$ cat src/rtl/tlv_pkg.sv
package tlv_pkg;

  // Level codes: two's complement of the level value
  typedef enum logic [1:0] {
    LV_ZERO = 2'b00,
    LV_POS  = 2'b01,
    LV_NEG  = 2'b11
  } lvl_e;

  // Direct swing between the two outer levels
  function automatic logic is_jump(input lvl_e prev, input lvl_e curr);
    return ((prev == LV_POS) && (curr == LV_NEG)) ||
           ((prev == LV_NEG) && (curr == LV_POS));
  endfunction

endpackage

$ cat src/rtl/tlv_thr_regs.sv
module tlv_thr_regs #(
  parameter int SAMPLE_W = 10
) (
  input  logic                       clk,
  input  logic                       rst_n,
  input  logic                       wr_en,
  input  logic signed [SAMPLE_W-1:0] hi_in,
  input  logic signed [SAMPLE_W-1:0] lo_in,
  output logic signed [SAMPLE_W-1:0] hi_q,
  output logic signed [SAMPLE_W-1:0] lo_q
);

  // Half of full scale, where full scale is 2^(SAMPLE_W-2)
  localparam int HALF_I = 1 << (SAMPLE_W - 3);
  localparam logic signed [SAMPLE_W-1:0] HI_DEF = SAMPLE_W'(HALF_I);
  localparam logic signed [SAMPLE_W-1:0] LO_DEF = SAMPLE_W'(-HALF_I);

  always_ff @(posedge clk) begin
    if (!rst_n) begin
      hi_q <= HI_DEF;
      lo_q <= LO_DEF;
    end else if (wr_en) begin
      hi_q <= hi_in;
      lo_q <= lo_in;
    end
  end

  // thresholds move only on a write
  p_thr_hold_r2: assert property (@(posedge clk) disable iff (!rst_n)
    !$past(wr_en) |-> ($stable(hi_q) && $stable(lo_q)));

endmodule

$ cat src/rtl/tlv_slicer.sv
module tlv_slicer
  import tlv_pkg::*;
#(
  parameter int SAMPLE_W = 10
) (
  input  logic signed [SAMPLE_W-1:0] sample,
  input  logic signed [SAMPLE_W-1:0] thr_hi,
  input  logic signed [SAMPLE_W-1:0] thr_lo,
  output lvl_e                       lvl
);

  // Strict comparisons: a sample sitting on a threshold stays at zero
  function automatic lvl_e slice(input logic signed [SAMPLE_W-1:0] s,
                                 input logic signed [SAMPLE_W-1:0] hi,
                                 input logic signed [SAMPLE_W-1:0] lo);
    if (s > hi)      return LV_POS;
    else if (s < lo) return LV_NEG;
    else             return LV_ZERO;
  endfunction

  assign lvl = slice(sample, thr_hi, thr_lo);

endmodule

$ cat src/rtl/tlv_run_mon.sv
module tlv_run_mon #(
  parameter int MAX_RUN = 3
) (
  input  logic clk,
  input  logic rst_n,
  input  logic load_ref,
  input  logic step,
  input  logic same,
  output logic run_over
);

  localparam int CNT_W = $clog2(MAX_RUN + 2);
  localparam logic [CNT_W-1:0] CAP   = CNT_W'(MAX_RUN + 1);
  localparam logic [CNT_W-1:0] LIMIT = CNT_W'(MAX_RUN);
  localparam logic [CNT_W-1:0] ONE   = CNT_W'(1);

  logic [CNT_W-1:0] cnt_q;

  // The symbol now compared would make the run longer than MAX_RUN
  assign run_over = step && same && (cnt_q >= LIMIT);

  always_ff @(posedge clk) begin
    if (!rst_n) begin
      cnt_q <= '0;
    end else if (load_ref) begin
      cnt_q <= ONE;
    end else if (step) begin
      if (!same)            cnt_q <= ONE;
      else if (cnt_q != CAP) cnt_q <= cnt_q + ONE;
    end
  end

  // a reference load starts a run of length one
  p_reload_one_r7: assert property (@(posedge clk) disable iff (!rst_n)
    load_ref |=> (cnt_q == ONE));

  // a run break always restarts the count at one
  p_break_one_r7: assert property (@(posedge clk) disable iff (!rst_n)
    (step && !same && !load_ref) |=> (cnt_q == ONE));

endmodule

$ cat src/rtl/tlv_rx_decode.sv
module tlv_rx_decode
  import tlv_pkg::*;
#(
  parameter int SAMPLE_W = 10,
  parameter int MAX_RUN  = 3
) (
  input  logic                clk,
  input  logic                rst_n,
  input  logic                resync,
  input  logic                samp_valid,
  input  logic [SAMPLE_W-1:0] samp_data,
  input  logic                thr_wr,
  input  logic [SAMPLE_W-1:0] thr_hi,
  input  logic [SAMPLE_W-1:0] thr_lo,
  output logic                bit_valid,
  output logic                bit_out,
  output logic [1:0]          lvl_out,
  output logic                jump_err,
  output logic                run_err
);

  logic signed [SAMPLE_W-1:0] hi_q, lo_q;
  lvl_e lvl_now, lvl_q;
  logic have_ref_q;

  // Named internal events
  logic ref_load, cmp_step, changed, jump_now, run_over;

  tlv_thr_regs #(.SAMPLE_W(SAMPLE_W)) u_thr (
    .clk   (clk),
    .rst_n (rst_n),
    .wr_en (thr_wr),
    .hi_in (thr_hi),
    .lo_in (thr_lo),
    .hi_q  (hi_q),
    .lo_q  (lo_q)
  );

  tlv_slicer #(.SAMPLE_W(SAMPLE_W)) u_slice (
    .sample (samp_data),
    .thr_hi (hi_q),
    .thr_lo (lo_q),
    .lvl    (lvl_now)
  );

  assign ref_load = samp_valid && (!have_ref_q || resync);
  assign cmp_step = samp_valid && have_ref_q && !resync;
  assign changed  = (lvl_now != lvl_q);
  assign jump_now = is_jump(lvl_q, lvl_now);

  tlv_run_mon #(.MAX_RUN(MAX_RUN)) u_run (
    .clk      (clk),
    .rst_n    (rst_n),
    .load_ref (ref_load),
    .step     (cmp_step),
    .same     (!changed),
    .run_over (run_over)
  );

  always_ff @(posedge clk) begin
    if (!rst_n) begin
      have_ref_q <= 1'b0;
      lvl_q      <= LV_ZERO;
      bit_valid  <= 1'b0;
      bit_out    <= 1'b0;
      jump_err   <= 1'b0;
      run_err    <= 1'b0;
    end else begin
      bit_valid <= cmp_step;
      bit_out   <= cmp_step && changed;
      jump_err  <= cmp_step && jump_now;
      run_err   <= run_over;
      if (samp_valid) begin
        lvl_q      <= lvl_now;
        have_ref_q <= 1'b1;
      end else if (resync) begin
        have_ref_q <= 1'b0;
      end
    end
  end

  assign lvl_out = lvl_q;

  // the bit reports whether the level moved against the previous one
  p_bit_is_change_r3: assert property (@(posedge clk) disable iff (!rst_n)
    bit_valid |-> (bit_out == (lvl_out != $past(lvl_out))));

  // no bit without a sample in the cycle before
  p_valid_needs_sample_r5: assert property (@(posedge clk) disable iff (!rst_n)
    bit_valid |-> $past(samp_valid));

  // a reference load never yields a bit
  p_ref_silent_r4: assert property (@(posedge clk) disable iff (!rst_n)
    ref_load |=> !bit_valid);

  // a swing flag comes only with a changed bit and an outer level
  p_jump_with_bit_r6: assert property (@(posedge clk) disable iff (!rst_n)
    jump_err |-> (bit_valid && bit_out && (lvl_out != LV_ZERO)));

  // a run error comes only with an unchanged bit
  p_run_with_bit_r7: assert property (@(posedge clk) disable iff (!rst_n)
    run_err |-> (bit_valid && !bit_out));

endmodule

$ cat config.mk
export PLATFORM = sky130hd
export DESIGN_NAME = tlv_rx_decode
export DESIGN_NICKNAME = d
export VERILOG_FILES = /design/src/rtl/tlv_pkg.sv /design/src/rtl/tlv_thr_regs.sv /design/src/rtl/tlv_slicer.sv /design/src/rtl/tlv_run_mon.sv /design/src/rtl/tlv_rx_decode.sv
export SDC_FILE = /design/constraint.sdc
export NUM_CORES = 1
export LEC_CHECK = 0
export BUFFER_PORTS_ARGS = -buffer_cell sky130_fd_sc_hd__buf_2
export CORE_MARGIN = 2
export CORE_UTILIZATION = 45
export CTS_CLUSTER_SIZE = 25
export DETAILED_ROUTE_END_ITERATION = 16
export PLACE_DENSITY_LB_ADDON = 0.05
export RECOVER_POWER = 25
export SLEW_MARGIN = 20
export SYNTH_ARGS = -nofsm -noshare
export SYNTH_HDL_FRONTEND = slang
export SYNTH_SLANG_ARGS = --single-unit
export TNS_END_PERCENT = 20
$ cat constraint.sdc
create_clock -name clk -period 4.8 [get_ports clk]
set_input_delay 0 -clock clk [delete_from_list [all_inputs] [get_ports clk]]
set_output_delay 0 -clock clk [all_outputs]
set_load 0.005 [all_outputs]
==> impl_metrics.toml <==
[global_route]
grt_pass1_vias = 1511
antenna_found_initial = 0
grt_pass1_wl_microns = 6450
grtUsageTotal_pct = 19.2
grt_max_degree = 30
overflow = 0

[job]
drv_cap = 0

[synthesis]
ys_types = 37
synth_top_family_by_area = "simple AND/OR/NAND/NOR gates"
synth_compound_area_share_pct = 16.7
yosys.area_share.simple_pct = 17.7
synthAdderAreaFrac_pct = 15.2
synth_area_leader_cell = "dfxtp_1"
netlist_area_sq_mm = 0.00181
netlist_instances = 202
ys_ff_latch = 30
syn_nets = 259
synth_warnings = 0
synth_top_area_share_pct = 33.2
synth_seq_area_share_pct = 33.2
avgSynthCellArea_sq_um = 8.94
synthTopCellsByArea = "dfxtp_1, ha_1, mux2i_1"
synthMuxAreaShare_pct = 8.86
yosys.area_share.xor_xnor_pct = 0

[placement]
io_buffers = 40
place_area_sq_mm = 0.00204
gp_congestion = 0.897
place_hpwl_microns = 2880

[clock_network]
cts-resized-gates = 0
cts_root_buf = "clkbuf_8"
cts_tree = "yes"
clk_pin_slew_worst_paths_ns = 0.07
h-tree-depth = 2
cts.sinks = 30
clk_path_buf_depth = 2
numCtsBuffers = 5
clkLatencyLatePin_ns = 0.28

[final_layout]
area_growth_pct = 27.8
diodes = 0
design_area_sq_mm = 0.00231
final_core_util_pct = 58.6
final_nets = 316
layout-drive-gt1-share_pct = 20.8

[detailed_routing]
drtIter0Drc = 79
drc_errors = 0
final_antenna_net_count = 0
vias = 1552
wl_per_cell_microns = 12.4
routed_via_density = 5.01
finalWirelength_microns = 3850
firstDrtPassIters = 4

[pwr]
power_density_mw_per_mm2 = 262
ir_drop_mv = 0.118
pwr-share-seq_pct = 44.6
combPwrFrac_pct = 20.8
p_sw_uw = 164
swShare_pct = 27.1
power.internal_uw = 440
leakage_nw = 1.07
clkPwrFrac_pct = 34.6

[timing]
timing.slew.headroom_pct = 3.38
setup_viol = 0
slew_violations = 0
fin_crit_ns = 2.52
finClkSkew_ns = 0.00580
worstMarginPinSlew_ns = 1.45
finalHoldViolCount = 0
whs_ns = 0.00226
tns_ns = 0
rsz0062_at_grt = "no"
min_period_over_period_pct = 52.6
max_freq_ghz = 0.396

[critical_path]
cp.required_ns = 4.97
crit_arrival_ns = 2.70
critical_path_buf_inv_count = 1
crit_path_end_kind = "flop"
path_cells = "inv_1 -> ha_1 -> nand4_1 -> or3_4 -> o221a_2 -> or3_1 -> nand4_2 -> nand2_1 -> a32o_1"
cpPeakStageDelay_ns = 0.42
reg2reg_slack_ns = 2.28
critPathKind = "reg -> reg"
start_kind = "flop"
crit_start = "u_thr.hi_q[8]$_SDFFE_PN0P_"
r2r-start = "u_thr.hi_q[8]$_SDFFE_PN0P_"
crit_fanout = 5
cpLargestDelayFamily = "simple AND/OR/NAND/NOR gates"
worst_path_max_delay_cell = "or3_4"

[floorplan]
core_sq_mm = 0.00394
die_w_microns = 67.4
dieArea_sq_mm = 0.00454
initial_utilization_pct = 45.8
rows = 23
ioPinCount = 41
dieHeight_microns = 67.4

[worst_hold_path]
hold_start = "thr_hi[3]"
worstHoldPathType = "in -> reg"

[run_status]
status = "completed"
## cells in the final DEF, fill, tap and decap left out, drive strengths merged, types with 2 or more instances in the layout
master and count:
buf 39, inv 32, dfxtp 30, ha 22
dlygate4sd3 18, nor2b 17, mux2i 16, nand2 13
clkbuf 8, a21oi 7, nand4 7, nor2 5
a211oi 5, o211ai 5, o21ai 5, nand3 4
or3 3, o21a 2, a21o 2, a211o 2
nor3b 2
## final cells by class
type,instances,area (sq um)
fillers,357,1630
multi-input cells,132,1060
flip-flops and latches,30,601
repair buffers,58,379
inverters,32,120
clock buffers,7,86.3
well taps,50,62.6
clock inverters,1,5.00
## logic make-up after synthesis
kind of cell,count (synthesis)
flops,30
fa+ha+maj,22
mux,16
compound gates,38
buf+inv,40
simple gates,56
## layer usage
layer	wire [microns]	GRT usage, %	vias to the layer above
met5	0	0	-
met4	75	8.93	0
met3	124	5.33	7
met2	1810	31.6	27
met1	1840	23.0	701
li1	-	-	817
## synth_stat cells (all sizes together)
| cell type | n |
|---|---|
| nor3b | 2 |
| clkbuf | 8 |
| nand2b | 1 |
| nor3 | 1 |
| and2 | 1 |
| o21ai | 5 |
| a21boi | 1 |
| or3 | 3 |
| mux2i | 16 |
| a211o | 2 |
| o221a | 1 |
| a32o | 1 |
| nor2b | 17 |
| o31ai | 1 |
| o21a | 2 |
| nand2 | 13 |
| a211oi | 5 |
| o211ai | 5 |
| a31o | 1 |
| a2111oi | 1 |
| nand4 | 7 |
| o31a | 1 |
| or4 | 1 |
| o2bb2ai | 1 |
| nor2 | 5 |
| a21oi | 7 |
| dfxtp | 30 |
| nand3 | 4 |
| a21o | 2 |
| ha | 22 |
| inv | 32 |
| a221oi | 1 |
| nand3b | 1 |
| a31oi | 1 |
## per-stage QoR
stage	setup WS [ns]	power, mW	instances
floorplan	2.43	0.354	202
global placement	2.33	0.386	284
detailed placement	2.28	0.389	284
CTS	2.25	0.613	310
global route	2.13	0.643	310
finish	2.28	0.604	310
## worst register-to-register path, stage by stage (launching register included)
cell	delay (ns)
dfxtp_1	0.33
inv_1	0.04
ha_1	0.30
nand4_1	0.13
or3_4	0.42
o221a_2	0.32
or3_1	0.34
nand4_2	0.16
nand2_1	0.11
a32o_1	0.26
## what timing repair did
item,4_1_cts,5_1_grt
setup endpoints to repair,0,0
buffers inserted,0,0
hold buffers,18,0
hold endpoints to repair,18,0
## path summary, 6_finish.rpt
kind | to | depth (start not counted)
hold / removal | u_thr.hi_q[3]$_SDFFE_PN0P_ | 3
hold reg to reg | u_thr.lo_q[8]$_SDFFE_PN1P_ | 2
setup / recovery | u_run.cnt_q[2]$_SDFFE_PP0P_ | 9
setup reg to reg | u_run.cnt_q[2]$_SDFFE_PP0P_ | 9
## power by group through the flow
stage	Combinational, mW	Sequential [mW]	Clock [mW]
after CTS	0.127	0.269	0.217
after floorplan	0.0812	0.273	0
final	0.126	0.269	0.209
after detailed placement	0.114	0.275	0
after global routing	0.143	0.271	0.229
after global placement	0.112	0.274	0
## flip-flops by register name, summed over array words and instances (netlist names)
register / count
have_ref_q: 1
lvl_out: 2
run_err: 1
u_thr.lo_q: 10
u_run.cnt_q: 3
bit_valid: 1
u_thr.hi_q: 10
bit_out: 1
jump_err: 1
No activity file was read; power rests on OpenSTA's default activity.
